**src/rtl/sec_rtc_pkg.sv**
```systemverilog
package sec_rtc_pkg;
    localparam int DATA_W = 32;
    localparam int ADDR_W = 6;

    localparam logic [ADDR_W-1:0] OFS_CTRL    = 6'h00;
    localparam logic [ADDR_W-1:0] OFS_SECS    = 6'h04;
    localparam logic [ADDR_W-1:0] OFS_ALARM   = 6'h08;
    localparam logic [ADDR_W-1:0] OFS_RELOAD  = 6'h0C;
    localparam logic [ADDR_W-1:0] OFS_SCRATCH = 6'h34;
    localparam logic [ADDR_W-1:0] OFS_UNLOCK  = 6'h3C;

    localparam logic [DATA_W-1:0] UNLOCK_KEY = 32'h0000_A55A;

    localparam int CB_RUN   = 0;
    localparam int CB_AEN   = 2;
    localparam int CB_AIE   = 3;
    localparam int CB_AFLAG = 4;
    localparam int CB_TIE   = 5;
    localparam int CB_TFLAG = 6;
    localparam int CB_READY = 7;
    localparam int WEN_BIT  = 31;

    typedef enum logic [2:0] {
        RS_NONE, RS_CTRL, RS_SECS, RS_ALARM, RS_RELOAD, RS_SCRATCH, RS_UNLOCK
    } reg_sel_e;

    typedef struct packed {
        logic run;
        logic alm_en;
        logic alm_ie;
        logic tick_ie;
    } ctrl_cfg_t;

    function automatic reg_sel_e decode_addr(input logic [ADDR_W-1:0] a);
        case (a)
            OFS_CTRL:    return RS_CTRL;
            OFS_SECS:    return RS_SECS;
            OFS_ALARM:   return RS_ALARM;
            OFS_RELOAD:  return RS_RELOAD;
            OFS_SCRATCH: return RS_SCRATCH;
            OFS_UNLOCK:  return RS_UNLOCK;
            default:     return RS_NONE;
        endcase
    endfunction

    function automatic logic [DATA_W-1:0] pack_ctrl(input ctrl_cfg_t c, input logic tflag,
                                                    input logic aflag, input logic rdy);
        logic [DATA_W-1:0] v;
        v = '0;
        v[CB_RUN]   = c.run;
        v[CB_AEN]   = c.alm_en;
        v[CB_AIE]   = c.alm_ie;
        v[CB_AFLAG] = aflag;
        v[CB_TIE]   = c.tick_ie;
        v[CB_TFLAG] = tflag;
        v[CB_READY] = rdy;
        return v;
    endfunction
endpackage

```
**src/rtl/sec_rtc_prescale.sv**
```systemverilog
module sec_rtc_prescale #(
    parameter int PRESC_W = 16
) (
    input  logic               clk,
    input  logic               rst,
    input  logic               run,
    input  logic               restart,
    input  logic [PRESC_W-1:0] reload,
    output logic               tick
);
    logic [PRESC_W-1:0] cnt_q;

    assign tick = run && (cnt_q == reload);

    always_ff @(posedge clk) begin
        if (rst || restart) cnt_q <= '0;
        else if (run)       cnt_q <= tick ? '0 : cnt_q + 1'b1;
    end

    assert_hold_when_stopped_R8: assert property (@(posedge clk) disable iff (rst)
        (!run && !restart) |=> $stable(cnt_q));
    assert_restart_zero_R6: assert property (@(posedge clk) disable iff (rst)
        restart |=> (cnt_q == '0));
endmodule

```
**src/rtl/sec_rtc_wgate.sv**
```systemverilog
module sec_rtc_wgate #(
    parameter int  BUSY_CYCLES = 3,
    parameter bit  UNLOCK_EN   = 1'b1
) (
    input  logic                            clk,
    input  logic                            rst,
    input  logic                            wr_req,
    input  logic                            to_unlock,
    input  logic [sec_rtc_pkg::DATA_W-1:0]  wdata,
    output logic                            accept,
    output logic                            ready,
    output logic                            wen
);
    import sec_rtc_pkg::*;
    localparam int BW = $clog2(BUSY_CYCLES + 1);

    logic [BW-1:0] busy_q;
    logic          open;

    assign ready  = (busy_q == '0);
    assign accept = wr_req && ready && !to_unlock && open;

    always_ff @(posedge clk) begin
        if (rst)         busy_q <= '0;
        else if (accept) busy_q <= BW'(BUSY_CYCLES);
        else if (!ready) busy_q <= busy_q - 1'b1;
    end

    generate
        if (UNLOCK_EN) begin : g_lock
            logic wen_q;
            always_ff @(posedge clk) begin
                if (rst)                               wen_q <= 1'b0;
                else if (wr_req && ready && to_unlock) wen_q <= (wdata == UNLOCK_KEY);
                else if (accept)                       wen_q <= 1'b0;
            end
            assign open = wen_q;
            assign wen  = wen_q;

            assert_wen_oneshot_R5: assert property (@(posedge clk) disable iff (rst)
                accept |=> !wen);
            assert_locked_blocks_R3: assert property (@(posedge clk) disable iff (rst)
                (wr_req && !to_unlock && !wen) |-> !accept);
        end else begin : g_open
            assign open = 1'b1;
            assign wen  = 1'b0;
        end
    endgenerate

    assert_busy_after_write_R4: assert property (@(posedge clk) disable iff (rst)
        accept |=> !ready);
endmodule

```
**src/rtl/sec_rtc_events.sv**
```systemverilog
module sec_rtc_events (
    input  logic clk,
    input  logic rst,
    input  logic tick,
    input  logic alm_hit,
    input  logic ctrl_wr,
    input  logic keep_tflag,
    input  logic keep_aflag,
    input  logic tick_ie,
    input  logic alm_ie,
    output logic tick_flag,
    output logic alm_flag,
    output logic irq
);
    always_ff @(posedge clk) begin
        if (rst) begin
            tick_flag <= 1'b0;
            alm_flag  <= 1'b0;
        end else begin
            if (tick)         tick_flag <= 1'b1;
            else if (ctrl_wr) tick_flag <= tick_flag & keep_tflag;
            if (alm_hit)      alm_flag  <= 1'b1;
            else if (ctrl_wr) alm_flag  <= alm_flag & keep_aflag;
        end
    end

    assign irq = (tick_flag & tick_ie) | (alm_flag & alm_ie);

    assert_alarm_cause_R9: assert property (@(posedge clk) disable iff (rst)
        $rose(alm_flag) |-> $past(alm_hit));
    assert_tick_cause_R9: assert property (@(posedge clk) disable iff (rst)
        $rose(tick_flag) |-> $past(tick));
    assert_flag_kept_R10: assert property (@(posedge clk) disable iff (rst)
        (alm_flag && !(ctrl_wr && !keep_aflag)) |=> alm_flag);
endmodule

```
**src/rtl/sec_rtc.sv**
```systemverilog
module sec_rtc #(
    parameter int PRESC_W     = 16,
    parameter int RELOAD_RST  = 32767,
    parameter int BUSY_CYCLES = 3,
    parameter bit UNLOCK_EN   = 1'b1
) (
    input  logic                             clk,
    input  logic                             rst,
    input  logic                             bus_sel,
    input  logic                             bus_wr,
    input  logic [sec_rtc_pkg::ADDR_W-1:0]   bus_addr,
    input  logic [sec_rtc_pkg::DATA_W-1:0]   bus_wdata,
    output logic [sec_rtc_pkg::DATA_W-1:0]   bus_rdata,
    output logic                             irq
);
    import sec_rtc_pkg::*;

    reg_sel_e           rsel;
    logic               wr_req, accept, ready, wen, tick, alm_hit;
    logic               tick_flag, alm_flag;
    logic [DATA_W-1:0]  secs_q, alarm_q, scratch_q;
    logic [PRESC_W-1:0] reload_q;
    ctrl_cfg_t          cfg_q;
    logic               wr_ctrl, wr_secs, wr_alarm, wr_reload, wr_scratch;

    assign rsel       = decode_addr(bus_addr);
    assign wr_req     = bus_sel && bus_wr;
    assign wr_ctrl    = accept && (rsel == RS_CTRL);
    assign wr_secs    = accept && (rsel == RS_SECS);
    assign wr_alarm   = accept && (rsel == RS_ALARM);
    assign wr_reload  = accept && (rsel == RS_RELOAD);
    assign wr_scratch = accept && (rsel == RS_SCRATCH);

    sec_rtc_wgate #(.BUSY_CYCLES(BUSY_CYCLES), .UNLOCK_EN(UNLOCK_EN)) u_gate (
        .clk(clk), .rst(rst), .wr_req(wr_req), .to_unlock(rsel == RS_UNLOCK),
        .wdata(bus_wdata), .accept(accept), .ready(ready), .wen(wen));

    sec_rtc_prescale #(.PRESC_W(PRESC_W)) u_presc (
        .clk(clk), .rst(rst), .run(cfg_q.run), .restart(wr_reload),
        .reload(reload_q), .tick(tick));

    assign alm_hit = cfg_q.alm_en && (secs_q == alarm_q);

    sec_rtc_events u_evt (
        .clk(clk), .rst(rst), .tick(tick), .alm_hit(alm_hit), .ctrl_wr(wr_ctrl),
        .keep_tflag(bus_wdata[CB_TFLAG]), .keep_aflag(bus_wdata[CB_AFLAG]),
        .tick_ie(cfg_q.tick_ie), .alm_ie(cfg_q.alm_ie),
        .tick_flag(tick_flag), .alm_flag(alm_flag), .irq(irq));

    always_ff @(posedge clk) begin
        if (rst) begin
            secs_q    <= '0;
            alarm_q   <= '0;
            scratch_q <= '0;
            reload_q  <= PRESC_W'(RELOAD_RST);
            cfg_q     <= '0;
        end else begin
            if (wr_secs)         secs_q <= bus_wdata;
            else if (tick)       secs_q <= secs_q + 1'b1;
            if (wr_alarm)        alarm_q   <= bus_wdata;
            if (wr_scratch)      scratch_q <= bus_wdata;
            if (wr_reload)       reload_q  <= bus_wdata[PRESC_W-1:0];
            if (wr_ctrl) begin
                cfg_q.run     <= bus_wdata[CB_RUN];
                cfg_q.alm_en  <= bus_wdata[CB_AEN];
                cfg_q.alm_ie  <= bus_wdata[CB_AIE];
                cfg_q.tick_ie <= bus_wdata[CB_TIE];
            end
        end
    end

    always_comb begin
        bus_rdata = '0;
        if (bus_sel && !bus_wr) begin
            case (rsel)
                RS_CTRL:    bus_rdata = pack_ctrl(cfg_q, tick_flag, alm_flag, ready);
                RS_SECS:    bus_rdata = secs_q;
                RS_ALARM:   bus_rdata = alarm_q;
                RS_RELOAD:  bus_rdata = DATA_W'(reload_q);
                RS_SCRATCH: bus_rdata = scratch_q;
                RS_UNLOCK:  bus_rdata = DATA_W'(wen) << WEN_BIT;
                default:    bus_rdata = '0;
            endcase
        end
    end

    assert_secs_step_R7: assert property (@(posedge clk) disable iff (rst)
        (tick && !wr_secs) |=> (secs_q == $past(secs_q) + 32'd1));
    assert_secs_hold_R8: assert property (@(posedge clk) disable iff (rst)
        (!cfg_q.run && !wr_secs) |=> $stable(secs_q));
    assert_idle_bus_R2: assert property (@(posedge clk) disable iff (rst)
        !bus_sel |-> (bus_rdata == '0));
endmodule

```
**config.mk**
```make
export PLATFORM = sky130hd
export DESIGN_NAME = sec_rtc
export DESIGN_NICKNAME = d
export VERILOG_FILES = /design/src/rtl/sec_rtc_pkg.sv /design/src/rtl/sec_rtc_prescale.sv /design/src/rtl/sec_rtc_wgate.sv /design/src/rtl/sec_rtc_events.sv /design/src/rtl/sec_rtc.sv
export SDC_FILE = /design/constraint.sdc
export NUM_CORES = 1
export LEC_CHECK = 0
export ABC_CLOCK_PERIOD_IN_PS = 4500
export BUFFER_PORTS_ARGS = -buffer_cell sky130_fd_sc_hd__buf_2
export CORE_ASPECT_RATIO = 1.1
export CORE_MARGIN = 4
export CORE_UTILIZATION = 60
export CTS_CLUSTER_SIZE = 30
export DETAILED_ROUTE_END_ITERATION = 6
export PLACE_DENSITY = 0.91
export SETUP_SLACK_MARGIN = 0.2
export SYNTH_ARGS = -nofsm -noshare
export SYNTH_HDL_FRONTEND = slang
export SYNTH_HIERARCHICAL = 1
export SYNTH_SLANG_ARGS = --single-unit
```
**constraint.sdc**
```tcl
create_clock -name clk -period 4.5 [get_ports clk]
set_input_delay 0.225 -clock clk [delete_from_list [all_inputs] [get_ports clk]]
set_output_delay 0.225 -clock clk [all_outputs]
set_load 0.05 [all_outputs]
```
==> impl_results.md, run 1 <==
* Status: complete, but fails checks
* Failing checks: design-rule violations
* Cell Area, Synth at 7420 sq um
* Worst r2r dst: secs_q[28]
* PortBufs at 74
* GRT Overall Usage at 31.0%
* Post-DRT Antenna Nets at 0
* Worst Slack Setup Final at 1.30 ns
* DP Wirelength at 14600 um
* Post-route cell area at 8360 sq um
* Final WL at approximately 22000 um
* Die width at about 110 um
* GRT overflow at 0
* Synth unique cells at 62
* CTS tree: built
* Yosys warnings at 6
* Post-CTS setup buffer count at 0
* Post-CTS Hold Buffers at 0
* # rows at 42
* Full die area at 14200 sq um
* Post-Layout Cell Count at 1127
* CTS Buffer Depth at 2
* Post-cts sizing count at 0
* Tightest Pin Transition at 1.20 ns
* Top post-synthesis cells by count: 202 x nand2_1, 137 x dfxtp_1, 78 x a21oi_1, 63 x xor2_1, 62 x nor2_1
* Async set-or-reset flop fraction in the synthesized netlist at 0%
* WP data required at 4.82 ns
* Layout area overhead at 12.7%
* Fin crit share at 71.0%
* Power density over the cells at around 330 nW/um^2
* CTS root buf: clkbuf_16
* Die height at 125 um
* Yosys reg bits at 137
* Share of the synthesized area in the top cell type at 36.9%
* Critical Path End Type: flip-flop
* I/O pin total at 75
* Initial DRC Count at 1109
* Relative slew slack at 19.7%
* Clock sink total at 137
* Setup TNS at 0 ns
* Placed insts at 1096
* Layout cells sized above 1 at between 10% and 20%
* Leakage Power at 3.10 nW
* Tmin final at between 3 and 4 ns
* Sequential area share after synthesis at approximately 37%
* Clk Latency, worst-skew pair at roughly 0.43 ns
* Count leader, synth: nand2_1
* Initial antenna violation count at 0
* Routability cong. at 0.913
* Post-synth top flop: dfxtp_1
* Cells after synthesis at 934
* Critical path endpoint: secs_q[28]
* Clock skew at 0.00929 ns
* Worst r2r path cells at 9
* Synth area leader: dfxtp_1
* Post-DR wirelength/cell at 19.7 um
* Vias in the first global route at ~7100
* FILL cells at 925
* Tot Pwr at 2.79 mW
* Final net count at 1006
* Unrepaired setup endpoints after global routing: no
* Mapped Avg Cell Area at 7.95 sq um
* DRC at 12
* CORE AREA at between 10000 and 15000 sq um
* Post-synth EDFFs at 0
* Slew Viols, Final at 0
* Synth top area cells: dfxtp_1 37%, nand2_1 10%, xor2_1 7.4%
* Final Hold Viols at 0
* DP Area at 7760 sq um
* Reg clk slew, reported paths at 0.06 ns
* Cts bufs inserted at 17
* Largest net degree at the start of global routing at 86
* CP Launch Point: u_presc/cnt_q[7]
* Critical path startpoint category: flip-flop
* Max Freq at between 300 and 400 MHz
* # setup viols final at 0
* H-tree depth at 4
* DR pass1 iterations at 7
* R2R Setup Slk at 1.30 ns
* Setup CP Type: reg -> reg
* CP Max Fanout at 10
* Hold Path Class: in -> reg
* Critical path data arrival time at 3.52 ns
* DR vias/cell at ~6.6
* Wire length of the first global-routing pass at 35900 um
* Max Cap Viol at 0
* Max IR drop VDD at about 0.24 mV
* RR Startpoint: u_presc/cnt_q[7]
* Starting Density at 61.4%
* Ant diodes at 0
* Vias at roughly 7500
* Place WS at approximately 1.4 ns
* Mapped Nets at a little under 1000
final cells by class:
cell class,count,area (sq um),area share [%]
Clock buffer,19,453,5.42
Tap cell,154,193,2.30
Sequential cell,137,2740,32.8
Multi-Input combinational cell,704,4300,51.5
Timing Repair Buffer,87,470,5.62
Inverter,14,52.6,0.628
Clock inverter,12,149,1.78
state kept, by name, summed over array words and instances (netlist names), 2 cells and up:
signal,flops
alarm_q,32
u_presc/cnt_q,16
scratch_q,32
secs_q,32
u_gate/busy_q,2
reload_q,16
cfg_q,4
power breakdown:
part           leakage [nW]  internal [mW]  switching, mW
Clock                 0.287          0.894          0.541
Combinational          1.71         0.0419         0.0871
Sequential             1.10           1.22        0.00276
Total                  3.10           2.16          0.631
per-layer routing:
metal,global-route usage [%],part of all wire [%],vias to the layer above
li1,-,-,3398
met1,39.8,38,3437
met2,48.6,46,533
met3,5.73,10,116
met4,17.8,5.2,0
met5,0,0,-
kinds of logic after synthesis:
group | Yosys count | share of synthesized area [%]
muxes | 12 | 1.72
and+or+nand+nor | 435 | 30.0
DFF | 137 | 36.9
buffers and inverters | 93 | 5.33
AOI/OAI and AO/OA | 178 | 16.6
adders and majority gates | 3 | 0.506
xor gates and xnor gates | 76 | 8.97
placed cells by master, fill, tap and decap left out, drive strengths merged, types with 3 or more instances in the layout:
cell type and n:
a211oi 13, a21oi 78, a222oi 26, a22oi 6, a311oi 23, a31oi 7, and2 10, and3 5
and4 7, and4bb 3, buf 87, bufinv 3, clkbuf 19, clkinv 5, clkinvlp 4, dfxtp 137
ha 3, inv 14, mux2 6, mux2i 6, nand2 202, nand3 24, nand3b 17, nand4 21
nor2 62, nor3 23, nor3b 4, nor4 19, nor4b 3, o21ai 4, o31ai 13, or2 3
or3 4, or4 14, xnor2 13, xor2 63
worst max-delay path, cell delays in order (launching register included):
cell and delay (ns):
dfxtp_1 0.45, xor2_1 0.13, nor4_1 0.28, nand2_1 0.13, nor4b_2 0.32, buf_4 0.23, nand3_1 0.10, or4_1 0.64
or4_1 0.51, a311oi_1 0.29
per-stage QoR:
step | hold slack [ns] | utilization (%)
floorplan | 0.294 | -
global placement | 0.442 | 64.2
detailed placement | 0.447 | 64.2
CTS | 0.0610 | 69.2
global route | 0.0734 | 69.2
finish | 0.0691 | 69.2
worst min path at each step:
stage / cells after the start / to / from
floorplan: 1 / u_gate/busy_q[0] / rst
global placement: 2 / scratch_q[8] / scratch_q[8]
detailed placement: 2 / scratch_q[8] / scratch_q[8]
CTS: 3 / scratch_q[21] / bus_wdata[21]
global route: 3 / scratch_q[21] / bus_wdata[21]
finish: 3 / scratch_q[21] / bus_wdata[21]
Power figures use the tool's default switching activity.
==> inputs of run 2 (changes only) <==
--- a/config.mk
+++ b/config.mk
@@ -5,14 +5,15 @@
 export SDC_FILE = /design/constraint.sdc
 export NUM_CORES = 1
 export LEC_CHECK = 0
-export ABC_CLOCK_PERIOD_IN_PS = 4500
+export ABC_AREA = 1
+export ABC_CLOCK_PERIOD_IN_PS = 2950
 export BUFFER_PORTS_ARGS = -buffer_cell sky130_fd_sc_hd__buf_2
 export CORE_ASPECT_RATIO = 1.1
 export CORE_MARGIN = 4
 export CORE_UTILIZATION = 60
 export CTS_CLUSTER_SIZE = 30
 export DETAILED_ROUTE_END_ITERATION = 6
-export PLACE_DENSITY = 0.91
+export PLACE_DENSITY = 0.9
 export SETUP_SLACK_MARGIN = 0.2
 export SYNTH_ARGS = -nofsm -noshare
 export SYNTH_HDL_FRONTEND = slang
==> constraint.sdc (replaced) <==
create_clock -name clk -period 2.95 [get_ports clk]
set_input_delay 0.1475 -clock clk [delete_from_list [all_inputs] [get_ports clk]]
set_output_delay 0.1475 -clock clk [all_outputs]
set_load 0.05 [all_outputs]
==> run 2 against run 1 <==
- the flow now finishes without violations
- register-to-register slack got worse by 0.85 ns
- first-iteration DRC count is 17% lower
- cell count rose by 40%
- via count grew 22%
- power is 55% higher
- synthesized cell count increased by 42%
- combinational power up 33%
- utilization is 0.35 points higher
- fmax rose by 28%
- critical endpoint is now alarm_q[17]
==> impl_results.md, run 2 <==
* Clk Latency, worst-skew pair at 0.43 ns (about the same)
* Starting Density at 61.7% (was 61.4%)
* Cells after synthesis at 1325 (was 934)
* I/O pin total at 75 (unchanged)
* Critical Path End Type: flip-flop (unchanged)
* Post-DRT Antenna Nets at 0 (unchanged)
* CP Max Fanout at 48 (was 10)
* Synth Area in Adders at 0.457% (was 0.506%)
* Tmin final at 2.50 ns (was 3.20 ns)
* Top post-synthesis cells by count: 347 x nand2_1, 222 x nor2_1, 147 x inv_1, 137 x dfxtp_1, 104 x o21ai_0 (was 202 x nand2_1, 137 x dfxtp_1, 78 x a21oi_1, 63 x xor2_1, 62 x nor2_1)
* Synth Area in XOR/XNOR at 3.20% (was 8.97%)
* DP Wirelength at 21100 um (was 14600 um)
* Vias at 9105 (was 7484)
* Power density over the cells at 465 nW/um^2 (was 333 nW/um^2)
* Post-synth top flop: dfxtp_1 (unchanged)
* Leakage Power at 4.01 nW (was 3.10 nW)
* Commonest cells after routing, fill and taps aside: 347 x nand2_1, 222 x nor2_1, 146 x inv_1 (was 202 x nand2_1, 137 x dfxtp_1, 78 x a21oi_1)
* Post-synth EDFFs at 0 (unchanged)
* Initial antenna violation count at 0 (unchanged)
* Simple-gate share of the synthesized area at 35.7% (was 30.0%)
* Post-CTS setup buffer count at 0 (unchanged)
* Yosys reg bits at 137 (unchanged)
* GRT overflow at 0 (unchanged)
* Cts bufs inserted at 17 (unchanged)
* FILL cells at 1229 (was 925)
* Full die area at 15600 sq um (was 14200 sq um)
* Synth top area cells: dfxtp_1 33%, nand2_1 16%, nor2_1 10% (was dfxtp_1 37%, nand2_1 10%, xor2_1 7.4%)
* Synth unique cells at 48 (was 62)
* PortBufs at 74 (unchanged)
* H-tree depth at 4 (unchanged)
* Post-cts sizing count at 0 (unchanged)
* Reg clk slew, reported paths at 0.06 ns (about the same)
* Count leader, synth: nand2_1 (unchanged)
* Mapped Nets at 1370 (was 979)
* Main combinational cell family by area after synthesis: simple AND/OR/NAND/NOR gates (unchanged)
* Setup CP Type: reg -> reg (unchanged)
* GRT Overall Usage at 37.1% (was 31.0%)
* Max IR drop VDD at 0.340 mV (was 0.243 mV)
* R2R Setup Slk at 0.45 ns (was 1.30 ns)
* CORE AREA at 13300 sq um (was 12100 sq um)
* Cell Area, Synth at 8220 sq um (was 7420 sq um)
* # setup viols final at 0 (unchanged)
* Mapped Avg Cell Area at 6.20 sq um (was 7.95 sq um)
* Vias in the first global route at 8621 (was 7084)
* Wire length of the first global-routing pass at 45100 um (was 35900 um)
* Layout area overhead at 12.8% (was 12.7%)
* Async set-or-reset flop fraction in the synthesized netlist at 0% (unchanged)
* Share of the synthesized area in the top cell type at 33.4% (was 36.9%)
* DR vias/cell at 5.78 (was 6.64)
* Final WL at 28400 um (was 22200 um)
* Post-DR wirelength/cell at 18.0 um (was 19.7 um)
* Sequential area share after synthesis at 33.4% (was 36.9%)
* Die height at 131 um (was 125 um)
* Synth Area in Compound Gates at 16.4% (was 16.6%)
* Fin crit share at 84.6% (was 71.0%)
* WP data required at 3.24 ns (was 4.82 ns)
* Status: finished, final reports clean (was complete, but fails checks)
* Initial DRC Count at 921 (was 1109)
* Max Cap Viol at 0 (unchanged)
* Hold Path Class: in -> reg (unchanged)
* Relative slew slack at 48.3% (was 19.7%)
* Synth area leader: dfxtp_1 (unchanged)
* Regs by FF count: alarm_q: 32 flops, scratch_q: 32 flops, secs_q: 32 flops (unchanged)
* Final Hold Viols at 0 (unchanged)
* Final net count at 1426 (was 1006)
* Ant diodes at 0 (unchanged)
* Yosys warnings at 6 (unchanged)
* Routability cong. at 1.08 (was 0.913)
* DP Area at 8650 sq um (was 7760 sq um)
* Post-route cell area at 9270 sq um (was 8360 sq um)
* Post-synthesis mux area share at 0% (was 1.72%)
* Setup TNS at 0 ns (unchanged)
* CTS root buf: clkbuf_16 (unchanged)
* Clock sink total at 137 (unchanged)
* Largest net degree at the start of global routing at 49 (was 86)
* Post-CTS Hold Buffers at 0 (unchanged)
* Most common cell after layout, fill and taps aside: nand2_1 (unchanged)
* Critical path startpoint category: flip-flop (unchanged)
* DR pass1 iterations at 7 (unchanged)
* Layout cells sized above 1 at 12.0% (was 15.7%)
* # rows at 44 (was 42)
* Clock skew at 0.00937 ns (was 0.00929 ns)
* Max Freq at 401 MHz (was 313 MHz)
* CTS tree: built (unchanged)
* Critical path data arrival time at 2.78 ns (was 3.52 ns)
* Tightest Pin Transition at 0.775 ns (was 1.20 ns)
* CTS Buffer Depth at 2 (unchanged)
* Slew Viols, Final at 0 (unchanged)
* Unrepaired setup endpoints after global routing: no (unchanged)
* Die width at 120 um (was 114 um)
* DRC at 0 (was 12)
==> run 2: cell count changes after synthesis, sizes merged, moves of 23 or more <==
cell,delta
nor2,+182
nand2,+150
inv,+142
o21ai,+100
nand3,+54
xor2,-37
clkbuf,-36
a222oi,-26
a311oi,-23
==> run 2: power breakdown <==
part           internal [mW]  total, mW  switching (mW)  leakage [nW]
sequential              1.85       1.85      0.00000252          1.10
clock                   1.42       2.29           0.874         0.298
combinational         0.0442      0.171           0.127          2.60
total                   3.31       4.31            1.00          4.01
==> run 2: cell families (layout without fill, tap and decap cells) <==
group | Yosys count | after routing
xor gates and xnor gates | 30 | 30
buffers and inverters | 211 | 278
AOI/OAI and AO/OA | 245 | 245
and+or+nand+nor | 699 | 699
DFF | 137 | 137
adders and majority gates | 3 | 3
==> run 2: cell type report <==
type	instances	area, sq um	share of cell area [%]
multi-input cells	977	4590	49.5
flip-flops and latches	137	2740	29.6
inverters	157	589	6.36
repair buffers	91	498	5.37
clock buffers	17	425	4.59
well taps	184	230	2.48
clock inverters	13	195	2.11
==> run 2: worst paths after layout <==
check / startpoint / end / cells after the start
max: u_gate/busy_q[0] / alarm_q[17] / 9
min: bus_wdata[7] / reload_q[7] / 3
max reg2reg: u_gate/busy_q[0] / alarm_q[17] / 9
min reg2reg: scratch_q[24] / scratch_q[24] / 2
==> run 2: routing by layer <==
| layer | part of all wire [%] | vias to the layer above | wire length [um] | GRT usage [%] |
|---|---|---|---|---|
| li1 | - | 4357 | - | - |
| met1 | 38 | 4057 | 10700 | 42.3 |
| met2 | 46 | 542 | 13200 | 63.1 |
| met3 | 8.6 | 149 | 2460 | 7.53 |
| met4 | 7.1 | 0 | 2020 | 25.9 |
| met5 | 0 | - | 0 | 0 |
==> run 2: per-stage QoR <==
| step | worst slack [ns] | std cells | power (mW) | utilization [%] | hold WS, ns |
|---|---|---|---|---|---|
| global route | 0.246 | 1576 | 4.41 | 69.6 | 0.0248 |
| detailed placement | 0.514 | 1546 | 2.06 | 64.9 | 0.450 |
| CTS | 0.511 | 1576 | 4.31 | 69.6 | 0.0119 |
| floorplan | 0.981 | 1325 | 1.97 | - | 0.210 |
| global placement | 0.560 | 1546 | 2.05 | 64.9 | 0.444 |
| finish | 0.454 | 1576 | 4.31 | 69.6 | 0.0262 |
==> run 2: critical path, cell delays in order, from the launching register on <==
cell     delay [ns]
dfxtp_1        0.31
inv_1          0.07
ha_1           0.21
nand2_2        0.10
nor3b_4        0.39
inv_1          0.25
nor2_8         0.29
inv_2          0.36
o21ai_0        0.29
a21oi_1        0.06
